`src/rtl/lift53_pkg.sv`:
```
package lift53_pkg;

  // Strobes from the sequencing logic to the datapath.
  typedef struct packed {
    logic load;       // capture the incoming word as the held word
    logic emit;       // compute and register results of the held word
    logic leftEdge;   // held word opens its row: mirror left neighbours
    logic rightEdge;  // held word closes its row: mirror right neighbour
    logic keepLow;    // store this group as the low half of a pair
    logic packOut;    // drive a packed approximation word
    logic pairHigh;   // a low half is waiting
  } lift_strobe_t;

endpackage

```
`src/rtl/lift53_ctrl.sv`:
```
module lift53_ctrl
  import lift53_pkg::*;
(
  input  logic         clk,
  input  logic         rst_n,
  input  logic         inValid,
  input  logic         inSor,
  input  logic         inEor,
  output lift_strobe_t st,
  output logic         detValid,
  output logic         apxValid
);

  logic pendValid, pendSor, pendEor, half;
  logic emit;

  assign emit = pendValid & (pendEor | inValid);

  always_comb begin
    st.load      = inValid;
    st.emit      = emit;
    st.leftEdge  = pendSor;
    st.rightEdge = pendEor;
    st.keepLow   = emit & ~half & ~pendEor;
    st.packOut   = emit & (half | pendEor);
    st.pairHigh  = half;
  end

  always_ff @(posedge clk or negedge rst_n) begin
    if (!rst_n) begin
      pendValid <= 1'b0;
      pendSor   <= 1'b0;
      pendEor   <= 1'b0;
      half      <= 1'b0;
      detValid  <= 1'b0;
      apxValid  <= 1'b0;
    end else begin
      pendValid <= inValid | (pendValid & ~emit);
      if (inValid) begin
        pendSor <= inSor;
        pendEor <= inEor;
      end
      if (emit) half <= pendEor ? 1'b0 : ~half;
      detValid <= emit;
      apxValid <= emit & (half | pendEor);
    end
  end

  // a packed word only ever comes with a detail word
  p_apx_with_det_r8: assert property (@(posedge clk) disable iff (!rst_n)
    apxValid |-> detValid);

  // the last word of a row is flushed two edges after it is offered
  p_eor_flush_r7: assert property (@(posedge clk) disable iff (!rst_n)
    (inValid && inEor) |=> ##1 detValid);

  // every row end produces a packed word (pair or lone group)
  p_eor_pack_r9: assert property (@(posedge clk) disable iff (!rst_n)
    (inValid && inEor) |=> ##1 apxValid);

  // a word that does not open a row must continue an open row
  p_row_order_r10: assert property (@(posedge clk) disable iff (!rst_n)
    (inValid && !inSor) |-> (pendValid && !pendEor));

endmodule

```
`src/rtl/lift53_dp.sv`:
```
module lift53_dp
  import lift53_pkg::*;
#(
  parameter int SAMPLE_W  = 10,
  parameter int LANES     = 10,
  parameter int SIGNED_IN = 0
) (
  input  logic                                clk,
  input  logic                                rst_n,
  input  lift_strobe_t                        st,
  input  logic [LANES*SAMPLE_W-1:0]           inWord,
  output logic [(LANES/2)*(SAMPLE_W+2)-1:0]   detWord,
  output logic [LANES*(SAMPLE_W+2)-1:0]       apxWord
);

  localparam int HALF = LANES / 2;
  localparam int OW   = SAMPLE_W + 2;
  localparam int CW   = SAMPLE_W + 5;
  localparam int EXT  = LANES + 3;

  logic [LANES*SAMPLE_W-1:0] pendWord;
  logic [SAMPLE_W-1:0]       prevA, prevB;   // previous word, lanes LANES-2 and LANES-1
  logic [HALF*OW-1:0]        lowGrp;
  logic [HALF*OW-1:0]        detNext, apxGrp;
  logic signed [CW-1:0]      ext [EXT];      // ext[k] holds row sample (base + k - 2)

  function automatic logic signed [CW-1:0] widen(input logic [SAMPLE_W-1:0] s);
    if (SIGNED_IN != 0) widen = CW'($signed(s));
    else                widen = CW'(s);
  endfunction

  always_comb begin
    for (int k = 0; k < LANES; k++) ext[k+2] = widen(pendWord[k*SAMPLE_W +: SAMPLE_W]);
    ext[0]     = st.leftEdge  ? widen(pendWord[2*SAMPLE_W +: SAMPLE_W]) : widen(prevA);
    ext[1]     = st.leftEdge  ? widen(pendWord[SAMPLE_W +: SAMPLE_W])   : widen(prevB);
    ext[EXT-1] = st.rightEdge ? widen(pendWord[(LANES-2)*SAMPLE_W +: SAMPLE_W])
                              : widen(inWord[0 +: SAMPLE_W]);
  end

  for (genvar g = 0; g < HALF; g++) begin : g_lane
    logic signed [CW-1:0] evenSum, oddSum, outSum, center;
    logic signed [OW-1:0] dVal, aVal;
    assign evenSum = ext[2*g+2] + ext[2*g+4];
    assign oddSum  = ext[2*g+1] + ext[2*g+3];
    assign outSum  = ext[2*g]   + ext[2*g+4];
    assign center  = (ext[2*g+2] <<< 2) + (ext[2*g+2] <<< 1);
    assign dVal    = OW'(ext[2*g+3] - (evenSum >>> 1));
    assign aVal    = OW'((center + (oddSum <<< 1) - outSum) >>> 3);
    assign detNext[g*OW +: OW] = dVal;
    assign apxGrp[g*OW +: OW]  = aVal;
  end

  always_ff @(posedge clk or negedge rst_n) begin
    if (!rst_n) begin
      pendWord <= '0;
      prevA    <= '0;
      prevB    <= '0;
      lowGrp   <= '0;
      detWord  <= '0;
      apxWord  <= '0;
    end else begin
      if (st.load) pendWord <= inWord;
      if (st.emit) begin
        prevA   <= pendWord[(LANES-2)*SAMPLE_W +: SAMPLE_W];
        prevB   <= pendWord[(LANES-1)*SAMPLE_W +: SAMPLE_W];
        detWord <= detNext;
        if (st.keepLow) lowGrp <= apxGrp;
        if (st.packOut)
          apxWord <= st.pairHigh ? {apxGrp, lowGrp} : {{(HALF*OW){1'b0}}, apxGrp};
      end
    end
  end

  // the held word changes only when a new word is taken
  p_hold_word_r12: assert property (@(posedge clk) disable iff (!rst_n)
    !st.load |=> $stable(pendWord));

endmodule

```
`src/rtl/lift53_stage.sv`:
```
module lift53_stage
  import lift53_pkg::*;
#(
  parameter int SAMPLE_W  = 10,
  parameter int LANES     = 10,
  parameter int SIGNED_IN = 0
) (
  input  logic                              clk,
  input  logic                              rst_n,
  input  logic                              inValid,
  input  logic                              inSor,
  input  logic                              inEor,
  input  logic [LANES*SAMPLE_W-1:0]         inWord,
  output logic                              detValid,
  output logic [(LANES/2)*(SAMPLE_W+2)-1:0] detWord,
  output logic                              apxValid,
  output logic [LANES*(SAMPLE_W+2)-1:0]     apxWord
);

  lift_strobe_t st;

  lift53_ctrl u_ctrl (
    .clk      (clk),
    .rst_n    (rst_n),
    .inValid  (inValid),
    .inSor    (inSor),
    .inEor    (inEor),
    .st       (st),
    .detValid (detValid),
    .apxValid (apxValid)
  );

  lift53_dp #(
    .SAMPLE_W  (SAMPLE_W),
    .LANES     (LANES),
    .SIGNED_IN (SIGNED_IN)
  ) u_dp (
    .clk     (clk),
    .rst_n   (rst_n),
    .st      (st),
    .inWord  (inWord),
    .detWord (detWord),
    .apxWord (apxWord)
  );

endmodule

```
`config.mk`:
```
export PLATFORM = sky130hd
export DESIGN_NAME = lift53_stage
export DESIGN_NICKNAME = d
export VERILOG_FILES = /design/src/rtl/lift53_pkg.sv /design/src/rtl/lift53_ctrl.sv /design/src/rtl/lift53_dp.sv /design/src/rtl/lift53_stage.sv
export SDC_FILE = /design/constraint.sdc
export NUM_CORES = 1
export LEC_CHECK = 0
export BUFFER_PORTS_ARGS = -buffer_cell sky130_fd_sc_hd__buf_2
export CORE_ASPECT_RATIO = 0.6
export CORE_UTILIZATION = 39
export DETAILED_ROUTE_END_ITERATION = 7
export PLACE_DENSITY_LB_ADDON = 0.15
export SYNTH_ARGS = -nofsm -noshare
export SYNTH_HDL_FRONTEND = slang
export SYNTH_HIERARCHICAL = 1
export SYNTH_SLANG_ARGS = --single-unit
```
`constraint.sdc`:
```
create_clock -name clk -period 6.48 [get_ports clk]
set_input_delay 0.648 -clock clk [delete_from_list [all_inputs] [get_ports clk]]
set_output_delay 0.648 -clock clk [all_outputs]
set_load 0.03 [all_outputs]
```
* Word-level counts from Yosys, hierarchy flattened
Index checks and enable logic that the tools add are counted.
** Cells by class
- Reduce and logical (&&, ||, !) cells :: 2
- Muxes and demuxes :: 5
- Bitwise gates (word level) :: 11
- $add $sub $neg :: 35
** Operators with widths (count)
- 10-bit by 10-bit adder with 11-bit output :: 12
- 120-bit 2-to-1 mux :: 1
- 15-bit adder :: 5
- 15-bit subtractor :: 5
- 12-bit by 11-bit adder with 13-bit output :: 5
- 11-bit by 12-bit subtractor with 12-bit output :: 5
- 10-bit 2-to-1 mux :: 3
- 11-bit by 15-bit adder with 15-bit output :: 1
- 15-bit by 11-bit adder with 15-bit output :: 1
- 14-bit by 11-bit adder with 14-bit output :: 1
- 1-bit AND :: 5
- 2-bit AND reduction :: 2
- 1-bit NOT :: 3
- 1-bit bitwise OR :: 3
- 1-bit 2-to-1 mux :: 1
** Word-level totals
- Output and inout bits :: 182
- Flip-flop bits (word level) :: 366
- Input bits :: 105

* Logic depth before layout (Yosys ltp)
Gate-level depths: netlist of the first run.
- Depth after elaboration :: 5
- Depth in mapped cells :: 21
- Depth with buffers taken out :: 21

* By module
The synthesis of the first run kept the hierarchy.
** Modules (own cells, without submodules)
- lift53_dp :: area an instance 25837.3 µm², times used 1, cells an instance 2545
- lift53_ctrl :: area an instance 284.0 µm², times used 1, cells an instance 23

* Worst setup path after synthesis of the first run
No wires, ideal clock.
- Path type :: register to register
- From :: register u_ctrl.pendEor
- To :: register u_dp.apxWord[58]
- Cell stages (with the launch flop) :: 21
- Setup time :: 0.069 ns
- Path slack :: 1.609 ns
- Arrival :: 4.802 ns
- Cell sequence :: dfrtp_1 > buf_4 > buf_1 > mux2_2 > ha_1 > a21o_1 > a21oi_1 > o21bai_1 > a21oi_1 > o21ai_1 > or4_1 > nand4_1 > fa_1 > inv_1 > ha_1 > a21o_1 > a21o_1 > or3_1 > o22a_1 > or3_1 > nand3_1
** On the way
- Cells in the longest elaborated chain, start to end :: 4
- Elaborated cells between the ends (all ways) :: 9
- Those cells by class :: 2 x add/sub; 2 x mux; 4 x bitwise; 1 x reduce/logical
** Ends and longest elaborated chain
- from (decl) :: RTL line lift53_ctrl.sv:14 : logic pendValid, pendSor, pendEor, half;
- from (signal assigned) :: RTL line lift53_ctrl.sv:41 : pendEor <= inEor;
- 10-bit 2-to-1 mux or 1-bit bitwise OR (tied branches) :: RTL line lift53_dp.sv:36, lift53_ctrl.sv:17
- 11-bit by 15-bit adder with 15-bit output or 1-bit AND (tied branches) :: RTL line lift53_dp.sv:45, lift53_ctrl.sv:17
- 15-bit subtractor or 1-bit AND (tied branches) :: RTL line lift53_dp.sv:48, lift53_ctrl.sv:25
- 120-bit 2-to-1 mux or 2-bit AND reduction (tied branches)
- to (signal assigned) :: RTL line lift53_dp.sv:69 : apxWord <= st.pairHigh ? {apxGrp, lowGrp} : {{(HALF*OW){1'b0}}, apxGrp};
- to (decl) :: RTL line lift53_dp.sv:13 : output logic [LANES*(SAMPLE_W+2)-1:0] apxWord
Parallel ways exist; a longest one is shown, timed or not.
A chain may end at the register's enable or synchronous reset.

* Worst setup path in the final report of the first run
- From :: register u_ctrl.pendSor
- To :: register u_dp.lowGrp[9]
** On the way
- Cells in the longest elaborated chain, start to end :: 4
- Elaborated cells between the ends (all ways) :: 6
- Those cells by class :: 4 x add/sub; 2 x mux
** Ends and longest elaborated chain
- from (decl) :: RTL line lift53_ctrl.sv:14
- from (signal assigned) :: RTL line lift53_ctrl.sv:40 : pendSor <= inSor;
- 10-bit 2-to-1 mux :: RTL line lift53_dp.sv:35 : ext[1] = st.leftEdge ? widen(pendWord[SAMPLE_W +: SAMPLE_W]) : widen(prevB);
- 14-bit by 11-bit adder with 14-bit output :: RTL line lift53_dp.sv:44 : assign oddSum = ext[2*g+1] + ext[2*g+3];
- 15-bit adder :: RTL line lift53_dp.sv:48 : assign aVal = OW'((center + (oddSum <<< 1) - outSum) >>> 3);
- 15-bit subtractor (*) :: RTL line lift53_dp.sv:48
- to (signal assigned) :: RTL line lift53_dp.sv:67 : if (st.keepLow) lowGrp <= apxGrp;
- to (decl) :: RTL line lift53_dp.sv:23 : logic [HALF*OW-1:0] lowGrp;
Every way passes the cells marked *; elsewhere a longest branch is shown, timed or not.

==> results of run 1 <==
-- critical path: cells and delay by family, from the launching register on --
| kind | cells | cell delay (ns) |
|---|---|---|
| buf+inv | 1 | 0.05 |
| flops | 1 | 0.87 |
| fa+ha+maj | 4 | 1.50 |
| compound gates | 9 | 1.74 |
| mux | 1 | 0.41 |
| xor+xnor | 2 | 0.40 |
| simple gates | 2 | 0.36 |
-- power by group through the flow --
stage / sequential (W) / combinational [W] / clock, W
2_1_floorplan: 0.00434 / 0.00662 / 0
3_3_place_gp: 0.00366 / 0.0102 / 0
3_5_place_dp: 0.00368 / 0.0103 / 0
4_1_cts: 0.00365 / 0.0104 / 0.00252
5_1_grt: 0.00374 / 0.0114 / 0.00262
6_report: 0.00365 / 0.0104 / 0.00245
-- routing by layer --
| layer | global-route usage | up-vias | part of all wire | routed length [um] |
|---|---|---|---|---|
| li1 | - | 9555 | - | - |
| met2 | 0.392 | 620 | 0.44 | 38400 |
| met3 | 0.0609 | 107 | 0.077 | 6690 |
| met1 | 0.360 | 10400 | 0.46 | 39600 |
| met4 | 0.0657 | 2 | 0.021 | 1860 |
| met5 | 0 | - | 0.00015 | 13 |
-- final cells by class --
class | instances | share of cell area
Antenna cell | 5 | 0.000419
Clock buffer | 55 | 0.0395
Clock inverter | 16 | 0.00675
Inverter | 205 | 0.0258
Multi-Input combinational cell | 1913 | 0.533
Sequential cell | 362 | 0.304
Tap cell | 900 | 0.0377
Timing Repair Buffer | 302 | 0.0528
-- cell usage in the layout (no fill, tap or decap), types with 12 or more instances in the layout --
cell	count
o21ai_1	16
o211ai_1	12
a21oi_1	152
and3_1	21
mux2i_1	33
o21bai_1	39
dfrtp_1	361
o21a_1	31
nand4_1	12
o21ai_0	211
a22o_1	30
a211oi_1	14
ha_1	257
mux2_2	148
inv_1	204
nand2b_1	17
nor3_1	38
nand2_1	223
a21o_1	60
nor2_1	87
nand3_1	27
xor2_1	51
o31ai_1	14
xnor2_1	105
buf_2	284
buf_4	16
nor2b_1	29
clkbuf_16	42
fa_1	123
-- metrics by stage --
step / total power [W] / cell area [um2]
6_report: 0.0165 / 29800
5_1_grt: 0.0178 / 29800
4_1_cts: 0.0166 / 29800
3_5_place_dp: 0.0140 / 28500
3_3_place_gp: 0.0138 / 28500
2_1_floorplan: 0.0110 / 26100
-- state kept, by name, indices dropped and copies added, names as in the netlist --
name / flops
u_ctrl/pendValid: 1
u_dp/apxWord: 120
u_dp/pendWord: 100
u_dp/detWord: 56
u_ctrl/pendEor: 1
u_ctrl/pendSor: 1
u_dp/prevA: 10
u_ctrl/half: 1
u_dp/prevB: 10
u_dp/lowGrp: 60
u_ctrl/apxValid: 1
u_ctrl/detValid: 1
-- worst paths after layout --
path	startpoint	endpoint	slack, ns	cells after the start
max	u_ctrl/pendSor$_DFFE_PN0P_	u_dp/lowGrp[9]$_DFFE_PN0P_	0.97	19
min	rst_n	u_dp/pendWord[96]$_DFFE_PN0P_	0.05	1
max reg2reg	u_ctrl/pendSor$_DFFE_PN0P_	u_dp/lowGrp[9]$_DFFE_PN0P_	0.97	19
min reg2reg	u_dp/apxWord[96]$_DFFE_PN0P_	u_dp/apxWord[96]$_DFFE_PN0P_	0.47	2
max in group asynchronous	rst_n	u_dp/detWord[4]$_DFFE_PN0P_	4.94	2
min in group clk	inWord[77]	u_dp/pendWord[77]$_DFFE_PN0P_	0.28	2
-- logic make-up (layout without fill, tap and decap cells) --
kind of cell,after synthesis,count (layout)
buffers and inverters,293,578
xor gates and xnor gates,157,157
muxes,182,182
AOI/OAI and AO/OA,679,679
DFF,362,362
and+or+nand+nor,515,515
other,0,5
adders and majority gates,380,380
==> results by group, run 1 <==
Yosys
  • Area contributors post-synth: dfrtp_1 35%, ha_1 12%, fa_1 9.4%, mux2_2 6.4%, o21ai_0 4.0%
  • Mapped Cells: 2568
  • Post-synthesis mux area share: 0.0769
  • Yosys Warn Count: 6
  • Post-synth top cells: 362 x dfrtp_1, 257 x ha_1, 224 x nand2_1
  • Top-count cell post-synth: dfrtp_1
  • Syn avg cell area: 10.2 um2
  • Seq/Total Area, Yosys: 0.347
  • Synth Net Count: 3053
  • Main combinational cell family by area after synthesis: adder cells
  • Number of flops mapped to enable cells by yosys: 0
  • Yosys top cell area share: 0.347
  • Yosys cell types: 88
  • Post-synthesis adder-cell area fraction: 0.217
  • Post-synth top area cell: dfrtp_1
  • Synth Area in Compound Gates: 0.168
  • Synth async-reset ratio: 1.00
  • XOR/XNOR Fraction of Synth Area: 0.0529
  • Synth Flop Type: dfrtp_1
  • Simple-Gate Fraction of Synth Area: 0.0939
  • Cell area after synthesis: 26100 um2
  • Synthesized flop and latch total: 362

CTS
  • Clock-pin transition on the worst setup and hold timing paths: 0.06 ns
  • H-tree levels: 2
  • Post-CTS setup buffer count: 0
  • CTS sink count: 362
  • Post-CTS Hold Buffers: 0
  • Clk Latency, worst-skew pair: 0.60 ns
  • CTS root buf: clkbuf_16
  • Post_cts resized: 0
  • CTS tree: yes
  • Cts bufs inserted: 40
  • Clock buffer depth: 3

Route
  • Post-Route WL: 86.6 mm
  • Vias: 20.7k
  • Vias per inst: 5.51
  • Post-route DRC: 0
  • DRT antenna net count: 0
  • Drt pass-1 iters: 5
  • WL/cell: 23.0 um
  • Iter 0 DRT Violations: 1512

Timing
  • Hold Fails Final Rpt: 0
  • Fin. max-slew vios: 0
  • Final setup margin: 0.965 ns
  • Slew margin rel.: 0.191
  • Final setup fails: 0
  • Final period util: 0.851
  • Worst-Margin Slew: 1.21 ns
  • RSZ-0062 raised after global routing: false
  • Tmin final: 5.51 ns
  • Max Fclk: 181 MHz
  • WHS: 0.0537 ns
  • Worst clock skew: 0.0251 ns
  • Total negative slack: 0 ns

Critical path
  • CP Launch Type: register
  • Critical Path Slowest Stage Cell: dfrtp_1
  • CP Class: reg2reg
  • Worst EP arrival: 5.94 ns
  • WP data required: 6.91 ns
  • Worst path max stage delay: 0.87 ns
  • Crit path cell chain: mux2_2 -> ha_1 -> fa_1 -> a21o_1 -> a21oi_1 -> o21bai_1 -> a21oi_1 -> o21ai_0 -> xnor2_1 -> fa_1 -> inv_1 -> ha_1 -> and4_1 -> a221oi_2 -> o21ai_1 -> o31a_1 -> nor2_2 -> xnor2_1 -> o21ai_1
  • Setup crit end kind: register
  • Worst-path fanout max: 21

Place
  • Pre-CTS setup slack: 0.982 ns
  • PortBufs: 286
  • Inst Count DP: 3682
  • Placer Congestion: 0.939
  • Detail Placement HPWL: 66.2 mm

GRT
  • Largest net degree at the start of global routing: 121
  • Number of global-route vias before repair: 20.9k
  • Initial antenna violation count: 7
  • Global-route wire length before repair: 129 mm
  • Tot GR Track Use: 0.255
  • Overflow after GRT: 0

Pwr
  • NetSw: 0.00809 W
  • Internal: 0.00839 W
  • Sw Ratio: 0.491
  • Seq pwr share: 0.221
  • PD cells: 552 nW/um2
  • Combinational power share: 0.630
  • Peak supply drop: 0.354 mV
  • Clk pwr share: 0.149
  • Leak: 14.4 nW

Final layout
  • Fill cells: 6247
  • Area of the multi-input gates: 15900 um2
  • Post-layout util: 0.451
  • Reg area: 9060 um2
  • Finished Layout Cells: 3758
  • Layout cells sized above 1: 0.198
  • NumNets Final: 3309
  • Area grow syn2layout: 14.3%

Die
  • Num rows: 73
  • Initial core utilization: 0.394
  • Die Span X: 336 um
  • Die Ht: 202 um
  • Core ar.: 66200 um2
  • Die Area: 68100 um2
  • Top Ports: 287

Run status
  • Status: finished, final reports clean

Flow run
  • Max-Cap Viols: 0

Min path
  • Hold Crit Class: in2async
Note: power is estimated with default switching activity, not from simulation.
==> run 2: changes to the inputs <==
==> constraint.sdc (replaced) <==
create_clock -name clk -period 6.48 [get_ports clk]
set_input_delay 1.296 -clock clk [delete_from_list [all_inputs] [get_ports clk]]
set_output_delay 1.296 -clock clk [all_outputs]
set_load 0.03 [all_outputs]
==> results by group, run 2 (same netlist as run 1, synthesis figures left out) <==
Timing
  • Worst clock skew: 0.0213 ns (was 0.0251 ns)
  • Slew margin rel.: 0.177 (was 0.191)
  • WHS: 0.474 ns (was 0.0537 ns)
  • Final setup margin: 0.956 ns (was 0.965 ns)
  • Hold Fails Final Rpt: 0 (unchanged)
  • Total negative slack: 0 ns (unchanged)
  • Final period util: 0.853 (was 0.851)
  • RSZ-0062 raised after global routing: false (unchanged)
  • Worst-Margin Slew: 1.23 ns (was 1.21 ns)
  • Tmin final: 5.52 ns (was 5.51 ns)
  • Final setup fails: 0 (unchanged)
  • Max Fclk: 181 MHz (about the same)
  • Fin. max-slew vios: 0 (unchanged)

Critical path
  • CP Class: reg2reg (unchanged)
  • WP data required: 6.92 ns (was 6.91 ns)
  • R2R depth: 19 (unchanged)
  • Worst EP arrival: 5.96 ns (was 5.94 ns)
  • CP Launch Type: register (unchanged)
  • Worst R2R Start: u_ctrl/pendSor$_DFFE_PN0P_ (unchanged)
  • Worst-path fanout max: 21 (unchanged)
  • Setup crit end kind: register (unchanged)
  • Critical Path Start: u_ctrl/pendSor$_DFFE_PN0P_ (unchanged)

Route
  • Drt pass-1 iters: 5 (unchanged)
  • Iter 0 DRT Violations: 1546 (was 1512)
  • WL/cell: 22.8 um (was 23.0 um)
  • Vias: 20.6k (was 20.7k)
  • DRT antenna net count: 0 (unchanged)
  • Vias per inst: 5.48 (was 5.51)
  • Post-route DRC: 0 (unchanged)
  • Post-Route WL: 85.7 mm (was 86.6 mm)

Final layout
  • Most common cell after layout, fill and taps aside: dfrtp_1 (unchanged)
  • Area grow syn2layout: 14.3% (about the same)
  • Reg area: 9060 um2 (unchanged)
  • Area of the multi-input gates: 15900 um2 (unchanged)
  • Most frequent cells in the layout: 361 x dfrtp_1, 284 x buf_2, 257 x ha_1 (unchanged)
  • Layout cells sized above 1: 0.199 (was 0.198)
  • Largest register FFs: 120 (unchanged)
  • Regs by FF count: u_dp/apxWord x120, u_dp/pendWord x100, u_dp/lowGrp x60 (unchanged)
  • NumNets Final: 3312 (was 3309)
  • Finished Layout Cells: 3761 (was 3758)
  • Fill cells: 6310 (was 6247)
  • Largest reg by FF count: u_dp/apxWord (unchanged)

Min path
  • HP Start: u_dp/apxWord[17]$_DFFE_PN0P_
  • Hold Crit Class: reg2reg (was in2async)
  • WHS Path Cells: 2

CTS
  • CTS root buf: clkbuf_16 (unchanged)
  • Clk Latency, worst-skew pair: 0.59 ns (was 0.60 ns)
  • Clock buffer depth: 3 (unchanged)
  • CTS sink count: 362 (unchanged)
  • Cts bufs inserted: 40 (unchanged)
  • Post-CTS setup buffer count: 0 (unchanged)
  • CTS tree: yes (unchanged)
  • Clock-pin transition on the worst setup and hold timing paths: 0.06 ns (about the same)
  • H-tree levels: 2 (unchanged)
  • Post-CTS Hold Buffers: 0 (unchanged)
  • Post_cts resized: 0 (unchanged)

Pwr
  • Peak supply drop: 0.400 mV (was 0.354 mV)
  • PD cells: 553 nW/um2 (was 552 nW/um2)
  • NetSw: 0.00813 W (was 0.00809 W)
  • Sw Ratio: 0.493 (was 0.491)
  • Clk pwr share: 0.146 (was 0.149)
  • Leak: 14.4 nW (about the same)
  • Seq pwr share: 0.219 (was 0.221)
  • Combinational power share: 0.635 (was 0.630)
  • Pwr Total: 0.0165 W (about the same)
  • Internal: 0.00837 W (was 0.00839 W)

GRT
  • Number of global-route vias before repair: 20.6k (was 20.9k)
  • Initial antenna violation count: 5 (was 7)
  • Tot GR Track Use: 0.252 (was 0.255)
  • Global-route wire length before repair: 129 mm (about the same)
  • Overflow after GRT: 0 (unchanged)
  • Largest net degree at the start of global routing: 149 (was 121)

Place
  • Inst Count DP: 3685 (was 3682)
  • Detail Placement HPWL: 66.5 mm (was 66.2 mm)
  • Pre-CTS setup slack: 0.800 ns (was 0.982 ns)
  • Placer Congestion: 0.970 (was 0.939)
  • PortBufs: 286 (unchanged)

Die
  • Top Ports: 287 (unchanged)
  • Num rows: 73 (unchanged)
  • Die Ht: 202 um (unchanged)
  • Core ar.: 66200 um2 (unchanged)
  • Initial core utilization: 0.394 (unchanged)
  • Die Area: 68100 um2 (unchanged)
  • Die Span X: 336 um (unchanged)

Flow run
  • Max-Cap Viols: 0 (unchanged)

Run status
  • Status: finished, final reports clean (unchanged)
## run 2: per-layer routing
metal  track usage  share of wire  vias to the layer above
li1              -              -                     9544
met1         0.376           0.48                    10400
met2         0.376           0.43                      601
met3        0.0401          0.064                      106
met4        0.0698          0.023                        0
met5             0              0                        -
## run 2: area by class of cell
type / count / area share
flip-flops and latches: 362 / 0.304
inverters: 205 / 0.0258
multi-input cells: 1913 / 0.533
repair buffers: 305 / 0.0540
well taps: 900 / 0.0377
clock buffers: 60 / 0.0411
clock inverters: 13 / 0.00453
diodes: 3 / 0.000251
## run 2: final timing paths
check,to,slack [ns]
setup / recovery,u_dp/lowGrp[10]$_DFFE_PN0P_,0.96
hold / removal,u_dp/apxWord[17]$_DFFE_PN0P_,0.47
setup reg to reg,u_dp/lowGrp[10]$_DFFE_PN0P_,0.96
hold reg to reg,u_dp/apxWord[17]$_DFFE_PN0P_,0.47
max in group asynchronous,u_dp/pendWord[18]$_DFFE_PN0P_,4.65
min in group asynchronous,u_dp/pendWord[96]$_DFFE_PN0P_,0.58
## run 2: through the flow
| stage | utilization | cell area (um2) |
|---|---|---|
| 2_1_floorplan | - | 26100 |
| 3_3_place_gp | 0.430 | 28500 |
| 3_5_place_dp | 0.430 | 28500 |
| 4_1_cts | 0.451 | 29800 |
| 5_1_grt | 0.451 | 29900 |
| 6_report | 0.451 | 29900 |
## run 2: power by group through the flow
stage	sequential (W)	clock, W	combinational (W)
5_1_grt	0.00370	0.00258	0.0116
4_1_cts	0.00362	0.00249	0.0106
3_3_place_gp	0.00363	0	0.0103
6_report	0.00362	0.00241	0.0105
3_5_place_dp	0.00366	0	0.0105
2_1_floorplan	0.00434	0	0.00662
## run 2: critical path: stages, from the launching register on
cell and delay (ns):
dfrtp_1 0.32, buf_4 0.28, mux2_2 0.40, ha_1 0.27
a21o_1 0.17, a21oi_1 0.22, o21bai_1 0.09, a21oi_1 0.21
o21ai_0 0.21, o311ai_0 0.70, fa_1 0.54, inv_1 0.07
ha_1 0.29, and4_1 0.21, a221oi_2 0.24, o21ai_1 0.14
o21ai_0 0.25, o221ai_1 0.18, xor2_1 0.43, o21ai_0 0.17
==> run 3: changes to the inputs <==
Settings changed: CORE_UTILIZATION 39 to 60, RECOVER_POWER set to 25, SLEW_MARGIN set to 20.
==> results by group, run 3 (same netlist as run 1, synthesis figures left out) <==
Run status
  • Status: finished with violations (was finished, final reports clean)
  • Failing checks: capacitance limit, slew limit

Pwr
  • Internal: 0.00830 W (was 0.00837 W)
  • Combinational power share: 0.639 (was 0.635)
  • NetSw: 0.00810 W (was 0.00813 W)
  • Sw Ratio: 0.494 (was 0.493)
  • Leak: 14.3 nW (was 14.4 nW)
  • Seq pwr share: 0.222 (was 0.219)
  • Clk pwr share: 0.139 (was 0.146)
  • PD cells: 559 nW/um2 (was 553 nW/um2)
  • Peak supply drop: 0.412 mV (was 0.400 mV)
  • Pwr Total: 0.0164 W (was 0.0165 W)

Die
  • Core ar.: 42400 um2 (was 66200 um2)
  • Die Span X: 271 um (was 336 um)
  • Die Ht: 164 um (was 202 um)
  • Top Ports: 287 (unchanged)
  • Die Area: 44400 um2 (was 68100 um2)
  • Initial core utilization: 0.616 (was 0.394)
  • Num rows: 58 (was 73)

GRT
  • Tot GR Track Use: 0.359 (was 0.252)
  • Largest net degree at the start of global routing: 151 (was 149)
  • Global-route wire length before repair: 121 mm (was 129 mm)
  • Overflow after GRT: 0 (unchanged)
  • Number of global-route vias before repair: 20.8k (was 20.6k)
  • Initial antenna violation count: 13 (was 5)

Timing
  • Worst-Margin Slew: 4.28 ns (was 1.23 ns)
  • Final setup fails: 0 (unchanged)
  • Total negative slack: 0 ns (unchanged)
  • Slew margin rel.: -1.85 (was 0.177)
  • Final period util: 0.858 (was 0.853)
  • Hold Fails Final Rpt: 0 (unchanged)
  • Worst clock skew: 0.0190 ns (was 0.0213 ns)
  • Max Fclk: 180 MHz (was 181 MHz)
  • Tmin final: 5.56 ns (was 5.52 ns)
  • RSZ-0062 raised after global routing: false (unchanged)
  • Fin. max-slew vios: 129 (was 0)

Place
  • Placed inst area: 28100 um2 (was 28500 um2)
  • PortBufs: 286 (unchanged)
  • Detail Placement HPWL: 60.5 mm (was 66.5 mm)
  • Placer Congestion: 0.993 (was 0.970)

Min path
  • HP Start: u_dp/apxWord[84]$_DFFE_PN0P_ (was u_dp/apxWord[17]$_DFFE_PN0P_)
  • Worst hold endpoint: u_dp/apxWord[84]$_DFFE_PN0P_ (was u_dp/apxWord[17]$_DFFE_PN0P_)
  • Hold Crit Class: reg2reg (unchanged)
  • WHS Path Cells: 2 (unchanged)

Final layout
  • Most frequent cells in the layout: 361 x dfrtp_1, 284 x buf_2, 257 x ha_1 (unchanged)
  • Area grow syn2layout: 12.3% (was 14.3%)
  • Largest register FFs: 120 (unchanged)
  • Layout cells sized above 1: 0.193 (was 0.199)
  • Largest reg by FF count: u_dp/apxWord (unchanged)
  • Final instance area: 29300 um2 (was 29900 um2)
  • Reg area: 9060 um2 (about the same)
  • Regs by FF count: u_dp/apxWord x120, u_dp/pendWord x100, u_dp/lowGrp x60 (unchanged)
  • Post-layout util: 0.692 (was 0.451)
  • Area of the multi-input gates: 15900 um2 (about the same)
  • NumNets Final: 3306 (was 3312)
  • Fill cells: 3244 (was 6310)
  • Most common cell after layout, fill and taps aside: dfrtp_1 (unchanged)

Route
  • Post-Route WL: 78.9 mm (was 85.7 mm)
  • Vias: 21.0k (was 20.6k)
  • WL/cell: 23.1 um (was 22.8 um)
  • Post-route DRC: 0 (unchanged)
  • DRT antenna net count: 0 (unchanged)
  • Drt pass-1 iters: 5 (unchanged)
  • Iter 0 DRT Violations: 2183 (was 1546)
  • Vias per inst: 6.14 (was 5.48)

CTS
  • CTS root buf: clkbuf_16 (unchanged)
  • Clock-pin transition on the worst setup and hold timing paths: 0.07 ns (was 0.06 ns)
  • Post-CTS Hold Buffers: 0 (unchanged)
  • Post-CTS setup buffer count: 0 (unchanged)
  • CTS sink count: 362 (unchanged)
  • Clock buffer depth: 3 (unchanged)
  • H-tree levels: 2 (unchanged)
  • Cts bufs inserted: 36 (was 40)
  • Clk Latency, worst-skew pair: 0.55 ns (was 0.59 ns)
  • CTS tree: yes (unchanged)
  • Post_cts resized: 0 (unchanged)

Critical path
  • Worst EP arrival: 5.97 ns (was 5.96 ns)
  • WP data required: 6.89 ns (was 6.92 ns)
  • R2r endpoint: u_dp/apxWord[10]$_DFFE_PN0P_ (was u_dp/lowGrp[10]$_DFFE_PN0P_)
  • Worst-path fanout max: 21 (unchanged)
  • CP Class: reg2reg (unchanged)
  • Setup crit end kind: register (unchanged)
  • R2R setup slack: 0.92 ns (was 0.96 ns)
  • R2R depth: 18 (was 19)
  • Worst R2R Start: u_ctrl/pendSor$_DFFE_PN0P_ (unchanged)
  • CP Launch Type: register (unchanged)

Flow run
  • Max-Cap Viols: 2 (was 0)
run 3: cell types whose count changed in the layout (fill, tap and decap cells not counted), sizes merged:
cell / previous run / this run
buf: 305 / 301
bufinv: 2 / 4
diode: 3 / 6
clkdlybuf4s25: 0 / 1
clkinv: 6 / 3
inv: 208 / 205
clkbuf: 60 / 54
run 3: power groups by stage:
stage               clock [W]  combinational [W]  sequential (W)
floorplan                   0            0.00662         0.00434
global placement            0            0.00996         0.00363
detailed placement          0             0.0103         0.00366
CTS                   0.00230             0.0104         0.00363
global route          0.00239             0.0114         0.00372
finish                0.00228             0.0105         0.00365
run 3: cell type report:
cell class / count / share of cell area
Inverter: 205 / 0.0262
Clock buffer: 53 / 0.0374
Tap cell: 570 / 0.0243
Sequential cell: 362 / 0.309
Timing Repair Buffer: 303 / 0.0546
Antenna cell: 6 / 0.000512
Multi-Input combinational cell: 1913 / 0.542
Clock inverter: 9 / 0.00563
run 3: worst max-delay path, cell delays in order (launching register included):
cell	delay (ns)
dfrtp_1	0.88
mux2_2	0.44
ha_1	0.27
a21o_1	0.18
a21oi_1	0.22
o21bai_1	0.09
a21oi_1	0.23
o21ai_0	0.21
o311ai_0	0.63
fa_1	0.53
inv_1	0.07
ha_1	0.28
and4_1	0.21
a221oi_2	0.23
o21ai_1	0.15
o21ai_0	0.25
o221ai_1	0.16
xor2_1	0.24
o21ai_0	0.15
run 3: worst max-delay path by stage:
stage	startpoint	end	slack [ns]	cells past startpoint
3_3_place_gp	inWord[0]	u_dp/apxWord[58]$_DFFE_PN0P_	0.88	19
2_1_floorplan	inWord[0]	u_dp/apxWord[58]$_DFFE_PN0P_	1.28	18
6_report	u_ctrl/pendSor$_DFFE_PN0P_	u_dp/apxWord[10]$_DFFE_PN0P_	0.92	18
4_1_cts	u_ctrl/pendSor$_DFFE_PN0P_	u_dp/apxWord[10]$_DFFE_PN0P_	1.00	18
3_5_place_dp	inWord[0]	u_dp/apxWord[115]$_DFFE_PN0P_	0.79	19
5_1_grt	u_ctrl/pendSor$_DFFE_PN0P_	u_dp/lowGrp[10]$_DFFE_PN0P_	0.55	18
run 3: per-stage QoR:
stage               setup slack, ns  cells  hold WS [ns]
global route                  0.547   3418         0.496
global placement              0.876   3353         0.448
CTS                            1.00   3415         0.478
detailed placement            0.795   3353         0.463
finish                        0.920   3421         0.477
floorplan                      1.28   2568         0.441
run 3: per-layer routing:
layer | vias up | global-route usage | part of all wire
li1 | 9551 | - | -
met1 | 10500 | 0.504 | 0.43
met2 | 801 | 0.564 | 0.45
met3 | 114 | 0.0776 | 0.090
met4 | 2 | 0.0930 | 0.024
met5 | - | 0 | 0.00015
